[src/rtl/keypad_pkg.sv]
package keypad_pkg;

  typedef enum logic [1:0] {
    KEY_DIGIT = 2'b00,
    KEY_OPER  = 2'b01,
    KEY_EQUAL = 2'b10
  } key_class_e;

  typedef enum logic [1:0] {
    TRK_SCAN    = 2'b00,
    TRK_CONFIRM = 2'b01,
    TRK_HELD    = 2'b10
  } trk_state_e;

endpackage

[src/rtl/kp_col_sequencer.sv]
module kp_col_sequencer #(
  parameter int NUM_COLS = 4,
  localparam int COL_W = $clog2(NUM_COLS)
) (
  input  logic                clk,
  input  logic                rst,
  input  logic                advance_i,
  output logic [NUM_COLS-1:0] strobe_o,
  output logic [COL_W-1:0]    col_idx_o
);

  logic [NUM_COLS-1:0] strobe_q;

  always_ff @(posedge clk) begin
    if (rst) begin
      strobe_q <= {{(NUM_COLS-1){1'b0}}, 1'b1};
    end else if (advance_i) begin
      strobe_q <= {strobe_q[NUM_COLS-2:0], strobe_q[NUM_COLS-1]};
    end
  end

  always_comb begin
    col_idx_o = '0;
    for (int i = 0; i < NUM_COLS; i++) begin
      if (strobe_q[i]) col_idx_o = COL_W'(i);
    end
  end

  assign strobe_o = strobe_q;

  // exactly one strobe active at all times out of reset
  assert_strobe_onehot_R2: assert property (@(posedge clk) disable iff (rst)
    $countones(strobe_q) == 1);

  // without advance the strobe holds, with advance it moves
  assert_strobe_step_R2: assert property (@(posedge clk) disable iff (rst)
    !$past(advance_i) && !$past(rst) |-> $stable(strobe_q));

endmodule

[src/rtl/kp_keymap.sv]
module kp_keymap
  import keypad_pkg::*;
#(
  parameter int NUM_ROWS = 5,
  parameter int NUM_COLS = 4,
  parameter int VAL_W    = 4,
  localparam int ROW_W = $clog2(NUM_ROWS),
  localparam int COL_W = $clog2(NUM_COLS)
) (
  input  logic [ROW_W-1:0] row_idx_i,
  input  logic [COL_W-1:0] col_idx_i,
  output logic [VAL_W-1:0] value_o,
  output key_class_e       kind_o
);

  localparam int LAST_ROW = NUM_ROWS - 1;
  localparam int LAST_COL = NUM_COLS - 1;

  always_comb begin
    if (int'(row_idx_i) < LAST_ROW) begin
      value_o = VAL_W'(int'(row_idx_i) * NUM_COLS + int'(col_idx_i));
      kind_o  = KEY_DIGIT;
    end else if (int'(col_idx_i) < LAST_COL) begin
      value_o = VAL_W'(col_idx_i);
      kind_o  = KEY_OPER;
    end else begin
      value_o = '0;
      kind_o  = KEY_EQUAL;
    end
  end

endmodule

[src/rtl/kp_press_tracker.sv]
module kp_press_tracker
  import keypad_pkg::*;
#(
  parameter int NUM_ROWS = 5,
  parameter int DEBOUNCE = 4,
  localparam int ROW_W = $clog2(NUM_ROWS),
  localparam int CNT_W = (DEBOUNCE > 2) ? $clog2(DEBOUNCE) : 1
) (
  input  logic                clk,
  input  logic                rst,
  input  logic [NUM_ROWS-1:0] rows_i,
  output logic                advance_o,
  output logic                accept_o,
  output logic                halt_o,
  output logic [ROW_W-1:0]    row_idx_o
);

  localparam logic [CNT_W-1:0] CNT_LAST = CNT_W'(DEBOUNCE - 1);

  trk_state_e          state_q, state_d;
  logic [NUM_ROWS-1:0] row_q, row_d;
  logic [CNT_W-1:0]    cnt_q, cnt_d;
  logic                single_hit;
  logic                held_low;

  assign single_hit = (rows_i != '0) && ((rows_i & (rows_i - NUM_ROWS'(1))) == '0);
  assign held_low   = (rows_i & row_q) == '0;

  always_comb begin
    state_d   = state_q;
    row_d     = row_q;
    cnt_d     = cnt_q;
    advance_o = 1'b0;
    accept_o  = 1'b0;
    unique case (state_q)
      TRK_SCAN: begin
        if (single_hit) begin
          state_d = TRK_CONFIRM;
          row_d   = rows_i;
          cnt_d   = CNT_W'(1);
        end else begin
          advance_o = 1'b1;
        end
      end
      TRK_CONFIRM: begin
        if (rows_i == row_q) begin
          if (cnt_q == CNT_LAST) begin
            state_d  = TRK_HELD;
            cnt_d    = '0;
            accept_o = 1'b1;
          end else begin
            cnt_d = cnt_q + CNT_W'(1);
          end
        end else begin
          state_d   = TRK_SCAN;
          cnt_d     = '0;
          advance_o = 1'b1;
        end
      end
      TRK_HELD: begin
        if (held_low) begin
          if (cnt_q == CNT_LAST) begin
            state_d   = TRK_SCAN;
            cnt_d     = '0;
            advance_o = 1'b1;
          end else begin
            cnt_d = cnt_q + CNT_W'(1);
          end
        end else begin
          cnt_d = '0;
        end
      end
      default: begin
        state_d = TRK_SCAN;
        cnt_d   = '0;
      end
    endcase
  end

  always_ff @(posedge clk) begin
    if (rst) begin
      state_q <= TRK_SCAN;
      row_q   <= '0;
      cnt_q   <= '0;
    end else begin
      state_q <= state_d;
      row_q   <= row_d;
      cnt_q   <= cnt_d;
    end
  end

  always_comb begin
    row_idx_o = '0;
    for (int i = 0; i < NUM_ROWS; i++) begin
      if (row_q[i]) row_idx_o = ROW_W'(i);
    end
  end

  assign halt_o = (state_q == TRK_HELD);

  // a press is only entered on a cycle that saw a row high
  assert_halt_rise_R3: assert property (@(posedge clk) disable iff (rst)
    $rose(halt_o) |-> $past(rows_i != '0));

  // a press only ends after a sample with the held row low
  assert_halt_fall_R8: assert property (@(posedge clk) disable iff (rst)
    $fell(halt_o) |-> $past((rows_i & row_q) == '0));

  // several rows together never start a press from idle
  assert_multi_row_R9: assert property (@(posedge clk) disable iff (rst)
    (state_q == TRK_SCAN) && ($countones(rows_i) > 1) |=> (state_q == TRK_SCAN));

endmodule

[src/rtl/keypad_scanner.sv]
module keypad_scanner
  import keypad_pkg::*;
#(
  parameter int NUM_ROWS = 5,
  parameter int NUM_COLS = 4,
  parameter int VAL_W    = 4,
  parameter int DEBOUNCE = 4
) (
  input  logic                clk,
  input  logic                rst,
  input  logic [NUM_ROWS-1:0] row_i,
  output logic [NUM_COLS-1:0] col_strobe_o,
  output logic [VAL_W-1:0]    key_value_o,
  output logic [1:0]          key_type_o,
  output logic                halt_o
);

  localparam int ROW_W = $clog2(NUM_ROWS);
  localparam int COL_W = $clog2(NUM_COLS);

  logic             advance;
  logic             accept;
  logic [ROW_W-1:0] row_idx;
  logic [COL_W-1:0] col_idx;
  logic [VAL_W-1:0] map_value;
  key_class_e       map_kind;
  logic [VAL_W-1:0] value_q;
  key_class_e       kind_q;

  kp_col_sequencer #(.NUM_COLS(NUM_COLS)) u_seq (
    .clk       (clk),
    .rst       (rst),
    .advance_i (advance),
    .strobe_o  (col_strobe_o),
    .col_idx_o (col_idx)
  );

  kp_press_tracker #(.NUM_ROWS(NUM_ROWS), .DEBOUNCE(DEBOUNCE)) u_trk (
    .clk       (clk),
    .rst       (rst),
    .rows_i    (row_i),
    .advance_o (advance),
    .accept_o  (accept),
    .halt_o    (halt_o),
    .row_idx_o (row_idx)
  );

  kp_keymap #(.NUM_ROWS(NUM_ROWS), .NUM_COLS(NUM_COLS), .VAL_W(VAL_W)) u_map (
    .row_idx_i (row_idx),
    .col_idx_i (col_idx),
    .value_o   (map_value),
    .kind_o    (map_kind)
  );

  always_ff @(posedge clk) begin
    if (rst) begin
      value_q <= '0;
      kind_q  <= KEY_DIGIT;
    end else if (accept) begin
      value_q <= map_value;
      kind_q  <= map_kind;
    end
  end

  assign key_value_o = value_q;
  assign key_type_o  = kind_q;

  // strobe and reported key frozen across a held press
  assert_press_frozen_R7: assert property (@(posedge clk) disable iff (rst)
    halt_o && $past(halt_o) |-> $stable(col_strobe_o) && $stable(key_value_o) && $stable(key_type_o));

  // an operator class always carries a legal operation code
  assert_op_code_R5: assert property (@(posedge clk) disable iff (rst)
    (key_type_o == KEY_OPER) |-> (int'(key_value_o) < NUM_COLS - 1));

  // the unused class code never appears
  assert_class_legal_R6: assert property (@(posedge clk) disable iff (rst)
    key_type_o != 2'b11);

endmodule

[config.mk]
export PLATFORM = sky130hd
export DESIGN_NAME = keypad_scanner
export DESIGN_NICKNAME = d
export VERILOG_FILES = /design/src/rtl/keypad_pkg.sv /design/src/rtl/kp_col_sequencer.sv /design/src/rtl/kp_keymap.sv /design/src/rtl/kp_press_tracker.sv /design/src/rtl/keypad_scanner.sv
export SDC_FILE = /design/constraint.sdc
export NUM_CORES = 1
export LEC_CHECK = 0
export ABC_AREA = 0
export BUFFER_PORTS_ARGS = -buffer_cell sky130_fd_sc_hd__buf_2
export CORE_MARGIN = 2
export CORE_UTILIZATION = 45
export CTS_CLUSTER_DIAMETER = 60
export DETAILED_ROUTE_END_ITERATION = 10
export GPL_ROUTABILITY_DRIVEN = 0
export PLACE_DENSITY = 0.68
export SKIP_LAST_GASP = 1
export SYNTH_ARGS = -nofsm -noshare
export SYNTH_HDL_FRONTEND = slang
export SYNTH_HIERARCHICAL = 1
export SYNTH_SLANG_ARGS = --single-unit
[constraint.sdc]
create_clock -name clk -period 1.9 [get_ports clk]
set_input_delay 0.38 -clock clk [delete_from_list [all_inputs] [get_ports clk]]
set_output_delay 0.38 -clock clk [all_outputs]
set_load 0.03 [all_outputs]
==> impl_results.rst, run 1 <==
.. list-table::
   :header-rows: 1

   * - Metric
     - Value
   * - Net count of the finished layout
     - around 170
   * - Global routing usage summed across all routing layers
     - 20.40%
   * - Netlist area before placement
     - about 1100 µm²
   * - Power per standard cell area
     - 571.6 nW/µm²
   * - FMAX
     - 0.5018 GHz
   * - Required @ worst endpoint
     - 2.10 ns
   * - Period utilisation layout
     - 104.9%
   * - Warning count from the yosys run
     - 6
   * - Biggest cell delay along the critical path
     - 0.54 ns
   * - Setup Skew
     - between 0.01 and 0.015 ns
   * - EDFF count, synth
     - 0
   * - Storage element area
     - 385.4 µm²
   * - WP data arrival
     - 2.19 ns
   * - Type of element capturing the critical path
     - flop
   * - Overall power after layout
     - roughly 0.84 mW
   * - Clock tree root buffer cell
     - clkbuf_4
   * - Worst path setup slack after routing
     - -0.09268 ns
   * - Net switching power of the design
     - 0.2515 mW
   * - Total wire length after detailed routing
     - 2427 µm
   * - Violated checks
     - setup timing
   * - Largest net degree at the start of global routing
     - 26
   * - Syn Nets
     - 132
   * - Crit path max fanout
     - 6
   * - Core box area
     - 2255 µm²
   * - Power Internal
     - 0.5896 mW
   * - Most used flip-flop cell after synthesis
     - dfxtp_1
   * - Multi-input combinational cell area
     - ~740 µm²
   * - Port-buffer cells
     - 17
   * - Ratio of routed vias to standard cells
     - 5.303
   * - Reg-to-Reg Start
     - u_trk/row_q[2]$_SDFFE_PP0P_
   * - Synth async-reset ratio
     - 0%
   * - Share of total power in sequential cells
     - 51.2%
   * - Via count of the first global-routing pass
     - 911
   * - Clock share of power
     - 25.9%
   * - Logic gate share of total power
     - 23.0%
   * - Average detailed-routed wire length per instance
     - approximately 13 µm
   * - Die span in x
     - 53.44 µm
   * - Ratio of cells with drive above 1 in the final layout
     - 41.40%
   * - Latest clock arrival within the worst-skew pair
     - 0.31 ns
   * - Number of diodes
     - 0
   * - Synthesized area per cell
     - roughly 9.2 µm²
   * - Total iterations of the first detailed-routing run
     - 5
   * - Normalized max-slew margin
     - 73.57%
   * - Clock tree sinks
     - 19
   * - Reported max-cap violation count
     - 0
   * - Cell variety after synth
     - 38
   * - H-tree depth reported by CTS
     - 1
   * - Actual transition at the worst max-transition pin
     - 0.3965 ns
   * - Ordered list of cells on the worst path
     - ha_4 -> or4_4 -> nor2_4 -> nand4b_1 -> inv_2 -> buf_12 -> mux2i_2 -> nor2_1
   * - Layout area overhead
     - 33.79%
   * - Sequential fraction of the synthesis area
     - 34.58%
   * - Run status
     - complete, but fails checks
   * - Kind of start point of the critical path
     - flop
   * - DRC viols
     - 0
   * - I/O pin count
     - 18
   * - Total Die Area
     - 2855 µm²
   * - Clock Tree Buf Depth
     - 2
   * - Residual antenna-violating net count after detailed routing
     - 0
   * - Switching power as a share of total power
     - 29.90%
   * - Clock period minus worst slack
     - 1.993 ns
   * - Final-layout worst hold slack
     - 0.4624 ns
   * - Hold Fails Final Rpt
     - 0
   * - Overall via count from detail_route
     - 981
   * - Number of setup violations in the final report
     - 11
   * - Master of the slowest instance on the critical path
     - or4_4
   * - Grt ovf
     - 0
   * - Static leakage
     - 0.6457 nW
   * - Floorplan row count
     - 17
   * - Number of register bits inferred by synthesis
     - 19
   * - Type of the tightest min-delay check
     - primary input to flop
   * - Initial Utilization
     - 48.78%
   * - Die outline height
     - 53.44 µm
   * - Global-route wire length before repair
     - ~4000 µm
   * - Crit Path Class
     - flop to flop
   * - Maximum VDD drop
     - 0.3492 mV
   * - Clock transition at the register clock pins on the worst setup and hold paths after CTS
     - roughly 0.12 ns
   * - Highest-count cells in the layout ignoring fill and taps
     - buf_4, buf_2, nor2_1, dfxtp_1, mux2i_1
   * - Cells after synthesis
     - about 120
   * - Fill cell count
     - 202
   * - HPWL after detailed placement
     - approximately 1800 µm
   * - Total CTS buffers
     - 3
   * - Iteration-0 DRC count of the detailed router
     - 11
   * - Hold path startpoint
     - rst
   * - CTS tree
     - yes
   * - Leading cell type in the layout, fill and taps excluded
     - buf_4
   * - Crit path launch
     - u_trk/row_q[2]$_SDFFE_PP0P_
   * - Total count of max-transition violations in the final report
     - 0
   * - Setup repair after global routing missed its margin
     - true
   * - Initial antenna violation count
     - 0
[metal layers]
| metal | global-route usage [%] | wire, µm | vias to the layer above |
|---|---|---|---|
| met5 | 0 | 0 | - |
| met4 | 12.82 | 64 | 0 |
| met3 | 4.237 | 109 | 5 |
| met2 | 33.13 | 1185 | 22 |
| met1 | 24.14 | 1067 | 466 |
| li1 | - | - | 488 |
[cell type report]
cell class / instances / share of cell area (%)
repair buffers: 39 / 17.86
clock inverters: 1 / 0.3401
multi-input cells: 89 / 50.17
inverters: 6 / 1.531
flip-flops and latches: 19 / 26.19
clock buffers: 3 / 1.531
well taps: 28 / 2.381
[timing repair]
item	4_1_cts	5_1_grt
hold buffers	0	0
pin swaps	8	1
setup buffers	2	2
resized for setup	6	3
setup endpoints to repair	10	12
[final timing paths]
kind                                       to  slack (ns)  depth (start not counted)
setup / recovery  key_value_o[0]$_SDFFE_PP0P_       -0.09                          8
hold / removal    key_value_o[3]$_SDFFE_PP0P_        0.46                          2
setup reg to reg  key_value_o[0]$_SDFFE_PP0P_       -0.09                          8
hold reg to reg   u_trk/cnt_q[1]$_SDFFE_PP0P_        0.49                          2
[power by group through the flow]
stage,combinational [mW],clock [mW],sequential (mW)
2_1_floorplan,0.101,0,0.450
3_3_place_gp,0.175,0,0.438
3_5_place_dp,0.180,0,0.439
4_1_cts,0.188,0.226,0.431
5_1_grt,0.210,0.239,0.432
6_report,0.193,0.218,0.430
[through the flow]
stage / area (µm²) / util, % / cells / setup TNS, ns / worst slack (ns)
after floorplan: 1160 / - / 119 / -0.05047 / -0.05047
after global placement: 1389 / 61.60 / 177 / -2.187 / -0.2645
after detailed placement: 1389 / 61.60 / 177 / -2.540 / -0.2792
after CTS: 1445 / 64.10 / 183 / -0.4803 / -0.07292
after global routing: 1471 / 65.26 / 185 / -1.436 / -0.1595
final: 1471 / 65.26 / 185 / -0.7070 / -0.09268
[cells by family (layout without fill, tap and decap cells)]
kind of cell               count (synthesis)  count (layout)  share of synthesized area (%)
and+or+nand+nor                           49              49                          26.74
adders and majority gates                  6               6                          6.826
xor gates and xnor gates                   1               1                         0.7965
DFF                                       19              19                          34.58
AOI/OAI and AO/OA                         19              19                          12.74
buffers and inverters                     11              49                          5.574
muxes                                     14              14                          12.74
[worst max-delay path: cells and delay by family, from the launching register on]
kind	cells	cell delay (ns)
multiplexers	1	0.22
adder cells (fa/ha/maj)	1	0.23
AND/OR/NAND/NOR	4	0.83
buffers and inverters	2	0.22
flip-flops	1	0.36
[sequential cells by signal, indices dropped and copies added (netlist names)]
name            cells
u_trk/row_q         5
key_value_o         4
u_seq/strobe_o      4
key_type_o          2
u_trk/cnt_q         2
u_trk/state_q       2
[cells in the mapped netlist, drive strengths merged (2+ instances only)]
master	number	area share [%]
nand2b	11	6.3
nor3	4	2.3
o21ai	3	1.4
nor2b	5	2.8
nor2	17	5.8
inv	6	2.0
a21oi	3	1.7
mux2i	14	13
dfxtp	19	35
nand3b	2	1.4
ha	6	6.8
buf	4	3.2
a21o	3	2.0
or4	2	1.7
a21boi	4	3.1
a31oi	2	1.1
Note: power is estimated with default switching activity, not from simulation.
==> run 2, diff against run 1 <==
--- a/config.mk
+++ b/config.mk
@@ -5,14 +5,14 @@
 export SDC_FILE = /design/constraint.sdc
 export NUM_CORES = 1
 export LEC_CHECK = 0
-export ABC_AREA = 0
+export ABC_AREA = 1
 export BUFFER_PORTS_ARGS = -buffer_cell sky130_fd_sc_hd__buf_2
+export CORE_ASPECT_RATIO = 0.5
 export CORE_MARGIN = 2
-export CORE_UTILIZATION = 45
+export CORE_UTILIZATION = 40
 export CTS_CLUSTER_DIAMETER = 60
 export DETAILED_ROUTE_END_ITERATION = 10
 export GPL_ROUTABILITY_DRIVEN = 0
-export PLACE_DENSITY = 0.68
 export SKIP_LAST_GASP = 1
 export SYNTH_ARGS = -nofsm -noshare
 export SYNTH_HDL_FRONTEND = slang
==> impl_results.rst, run 2 <==
.. list-table::
   :header-rows: 1

   * - Metric
     - Value
   * - Run status
     - completed (was complete, but fails checks)
   * - Grt ovf
     - 0 (unchanged)
   * - Logic gate share of total power
     - 19.7% (was 23.0%)
   * - Clock tree sinks
     - 19 (unchanged)
   * - Power per standard cell area
     - 700.8 nW/µm² (was 571.6 nW/µm²)
   * - Number of register bits inferred by synthesis
     - 19 (unchanged)
   * - Setup Skew
     - 0.002427 ns (was 0.01021 ns)
   * - Layout area overhead
     - 14.96% (was 33.79%)
   * - Clock transition at the register clock pins on the worst setup and hold paths after CTS
     - 0.08 ns (was 0.12 ns)
   * - Synthesized area per cell
     - 6.582 µm² (was 9.242 µm²)
   * - Most used flip-flop cell after synthesis
     - dfxtp_1 (unchanged)
   * - Ratio of routed vias to standard cells
     - 4.385 (was 5.303)
   * - Overall via count from detail_route
     - 991 (was 981)
   * - Initial Utilization
     - 42.47% (was 48.78%)
   * - Latest clock arrival within the worst-skew pair
     - 0.26 ns (was 0.31 ns)
   * - Period utilisation layout
     - 87.46% (was 104.9%)
   * - Leading cell type in the layout, fill and taps excluded
     - nand2_1 (was buf_4)
   * - FMAX
     - 0.6018 GHz (was 0.5018 GHz)
   * - Die outline height
     - 41.29 µm (was 53.44 µm)
   * - Endpoint of the worst-slack reg-to-reg timing path
     - key_value_o[3]$_SDFFE_PP0P_ (was key_value_o[0]$_SDFFE_PP0P_)
   * - Type of element capturing the critical path
     - flop (unchanged)
   * - Share of total power in sequential cells
     - 47.9% (was 51.2%)
   * - Ratio of cells with drive above 1 in the final layout
     - 19.58% (was 41.40%)
   * - Core box area
     - 2619 µm² (was 2255 µm²)
   * - Highest-count cells in the layout ignoring fill and taps
     - nand2_1, inv_1, nor2_1, dfxtp_1, buf_2 (was buf_4, buf_2, nor2_1, dfxtp_1, mux2i_1)
   * - Required @ worst endpoint
     - 2.06 ns (was 2.10 ns)
   * - Reg-to-Reg Start
     - u_trk/row_q[3]$_SDFFE_PP0P_ (was u_trk/row_q[2]$_SDFFE_PP0P_)
   * - Net count of the finished layout
     - 203 (was 171)
   * - Worst path setup slack after routing
     - 0.2383 ns (was -0.09268 ns)
   * - Number of setup violations in the final report
     - 0 (was 11)
   * - Net switching power of the design
     - 0.2743 mW (was 0.2515 mW)
   * - Sequential fraction of the synthesis area
     - 34.20% (was 34.58%)
   * - Cell variety after synth
     - 19 (was 38)
   * - CTS tree
     - yes (unchanged)
   * - Crit path launch
     - u_trk/row_q[3]$_SDFFE_PP0P_ (was u_trk/row_q[2]$_SDFFE_PP0P_)
   * - Biggest cell delay along the critical path
     - 0.33 ns (was 0.54 ns)
   * - HPWL after detailed placement
     - 1607 µm (was 1826 µm)
   * - Power Internal
     - 0.6219 mW (was 0.5896 mW)
   * - Kind of start point of the critical path
     - flop (unchanged)
   * - Maximum VDD drop
     - 0.3041 mV (was 0.3492 mV)
   * - Post-Route Setup TNS
     - 0 ns (was -0.7070 ns)
   * - Total CTS buffers
     - 3 (unchanged)
   * - Via count of the first global-routing pass
     - 780 (was 911)
   * - Clock share of power
     - 32.4% (was 25.9%)
   * - Hold Fails Final Rpt
     - 0 (unchanged)
   * - Total iterations of the first detailed-routing run
     - 4 (was 5)
   * - DRC viols
     - 0 (unchanged)
   * - Master of the slowest instance on the critical path
     - dfxtp_1 (was or4_4)
   * - Die span in x
     - 78.58 µm (was 53.44 µm)
   * - WP data arrival
     - 1.82 ns (was 2.19 ns)
   * - Reg2reg setup slack
     - 0.24 ns (was -0.09 ns)
   * - Number of cells upsized or downsized after cts
     - 0 (was 6)
   * - Reported max-cap violation count
     - 0 (unchanged)
   * - Clock period minus worst slack
     - 1.662 ns (was 1.993 ns)
   * - Area share of the leading cell type in the synthesized netlist
     - 34.20% (was 34.58%)
   * - Average detailed-routed wire length per instance
     - 9.619 µm (was 13.12 µm)
   * - Total count of max-transition violations in the final report
     - 0 (unchanged)
   * - Syn Nets
     - 182 (was 132)
   * - Top delay family on crit path
     - simple AND/OR/NAND/NOR gates (unchanged)
   * - Setup repair after global routing missed its margin
     - false (was true)
   * - Worst setup slack after placement
     - 0.03935 ns (was -0.2792 ns)
   * - Synth area leaders
     - dfxtp_1, nand2_1, inv_1 (was dfxtp_1, mux2i_1, ha_1)
   * - Hold-fix buffers at CTS
     - 0 (unchanged)
   * - Floorplan row count
     - 13 (was 17)
   * - Synth async-reset ratio
     - 0% (unchanged)
   * - Largest Register
     - u_trk/row_q (unchanged)
   * - Global-route wire length before repair
     - 3491 µm (was 4015 µm)
   * - Actual transition at the worst max-transition pin
     - 0.4679 ns (was 0.3965 ns)
   * - Cells after synthesis
     - 169 (was 119)
   * - Iteration-0 DRC count of the detailed router
     - 39 (was 11)
   * - Worst R2R Path Depth
     - 8 (unchanged)
   * - Most instantiated cells after synthesis
     - nand2_1, inv_1, nor2_1, dfxtp_1 (was dfxtp_1, nor2_1, mux2i_1, nand2b_1)
   * - Static leakage
     - 0.6359 nW (was 0.6457 nW)
   * - Netlist area before placement
     - 1112 µm² (was 1100 µm²)
   * - Port-buffer cells
     - 17 (unchanged)
   * - EDFF count, synth
     - 0 (unchanged)
   * - Synth area leader
     - dfxtp_1 (unchanged)
   * - Leading cell type by number of instances after synthesis
     - nand2_1 (was dfxtp_1)
   * - H-tree depth reported by CTS
     - 1 (unchanged)
   * - Crit path to
     - key_value_o[3]$_SDFFE_PP0P_ (was key_value_o[0]$_SDFFE_PP0P_)
   * - I/O pin count
     - 18 (unchanged)
   * - Max FFs per register
     - 5 (unchanged)
   * - Number of diodes
     - 0 (unchanged)
   * - Switching power as a share of total power
     - 30.61% (was 29.90%)
   * - Count of buffer and inverter cells on the critical path
     - 1 (was 2)
   * - Ordered list of cells on the worst path
     - ha_1 -> or2_1 -> nor2_1 -> nand3_1 -> inv_1 -> nand2_1 -> nand2_1 -> nor2_1 (was ha_4 -> or4_4 -> nor2_4 -> nand4b_1 -> inv_2 -> buf_12 -> mux2i_2 -> nor2_1)
   * - Initial antenna violation count
     - 0 (unchanged)
   * - Total wire length after detailed routing
     - 2174 µm (was 2427 µm)
   * - Global routing usage summed across all routing layers
     - 14.47% (was 20.40%)
   * - Number of buffers inserted by post-CTS setup repair
     - 0 (was 2)
   * - Normalized max-slew margin
     - 68.48% (was 73.57%)
   * - Logic depth of the worst path, buffers included
     - 8 (unchanged)
   * - Crit path max fanout
     - 12 (was 6)
   * - Clock Tree Buf Depth
     - 2 (unchanged)
   * - Clock tree root buffer cell
     - clkbuf_8 (was clkbuf_4)
   * - Type of the tightest min-delay check
     - primary input to flop (unchanged)
   * - Total Die Area
     - 3244 µm² (was 2855 µm²)
   * - Largest net degree at the start of global routing
     - 13 (was 26)
   * - Residual antenna-violating net count after detailed routing
     - 0 (unchanged)
   * - Warning count from the yosys run
     - 6 (unchanged)
   * - Crit Path Class
     - flop to flop (unchanged)
run 2: changes by cell type after synthesis, moves of 6 or more:
cell      before  now
nand2_1        0   50
nand2b_1      11    0
nor2_1        17   27
mux2i_1       14    0
inv_1          6   28
a21oi_1        2    8
nand3_1        1    8
run 2: cell families after synthesis:
family,count (synthesis),synth area share (%)
AND/OR/NAND/NOR,94,36.22
buffers and inverters,33,12.94
flip-flops,19,34.20
AO/OA/AOI/OAI,17,9.899
adder cells (fa/ha/maj),6,6.749
run 2: cell type report:
cell class	instances	area, µm²
clock buffer	3	41.29
clock inverter	1	5.005
fill	286	1340
inverter	29	110.1
multi-input combinational	117	588.1
sequential	19	380.4
tap	37	46.29
timing repair buffer	20	107.6
run 2: how the worst min path moves through the flow:
stage               cells past startpoint                        start  slack (ns)                     endpoint
floorplan                               2  u_trk/row_q[0]$_SDFFE_PP0P_        0.46  u_trk/row_q[0]$_SDFFE_PP0P_
global placement                        2  key_value_o[2]$_SDFFE_PP0P_        0.46  key_value_o[2]$_SDFFE_PP0P_
detailed placement                      2  key_value_o[2]$_SDFFE_PP0P_        0.46  key_value_o[2]$_SDFFE_PP0P_
CTS                                     3                     row_i[2]        0.40  u_trk/row_q[2]$_SDFFE_PP0P_
global route                            3                     row_i[1]        0.41  u_trk/row_q[1]$_SDFFE_PP0P_
finish                                  3                     row_i[4]        0.41  u_trk/row_q[4]$_SDFFE_PP0P_
run 2: power by group through the flow:
| stage | registers, mW | logic [mW] | clock network (mW) |
|---|---|---|---|
| 5_1_grt | 0.432 | 0.202 | 0.323 |
| 4_1_cts | 0.430 | 0.178 | 0.302 |
| 3_5_place_dp | 0.439 | 0.177 | 0 |
| 3_3_place_gp | 0.439 | 0.175 | 0 |
| 2_1_floorplan | 0.457 | 0.116 | 0 |
| 6_report | 0.429 | 0.177 | 0.290 |
run 2: per-stage QoR:
stage	std cells	total power [mW]	cell area (µm²)	hold WS (ns)	util, %
2_1_floorplan	169	0.5731	1112	0.4607	-
5_1_grt	226	0.9570	1279	0.4064	48.83
3_3_place_gp	222	0.6142	1232	0.4560	47.06
6_report	226	0.8961	1279	0.4063	48.83
4_1_cts	226	0.9094	1279	0.3977	48.83
3_5_place_dp	222	0.6163	1232	0.4605	47.06
run 2: worst min-delay path, delay by kind of cell:
family | cells | cell delay [ns]
AO/OA/AOI/OAI | 1 | 0.05
buffers and inverters | 1 | 0.12
AND/OR/NAND/NOR | 1 | 0.07
run 2: per-layer routing:
metal | up-vias | track usage (%) | share of wire, % | routed length [µm]
li1 | 552 | - | - | -
met1 | 422 | 19.58 | 55 | 1192
met2 | 15 | 22.65 | 40 | 867
met3 | 2 | 4.741 | 4.6 | 100
met4 | 0 | 3.947 | 0.60 | 13
met5 | - | 0 | 0 | 0
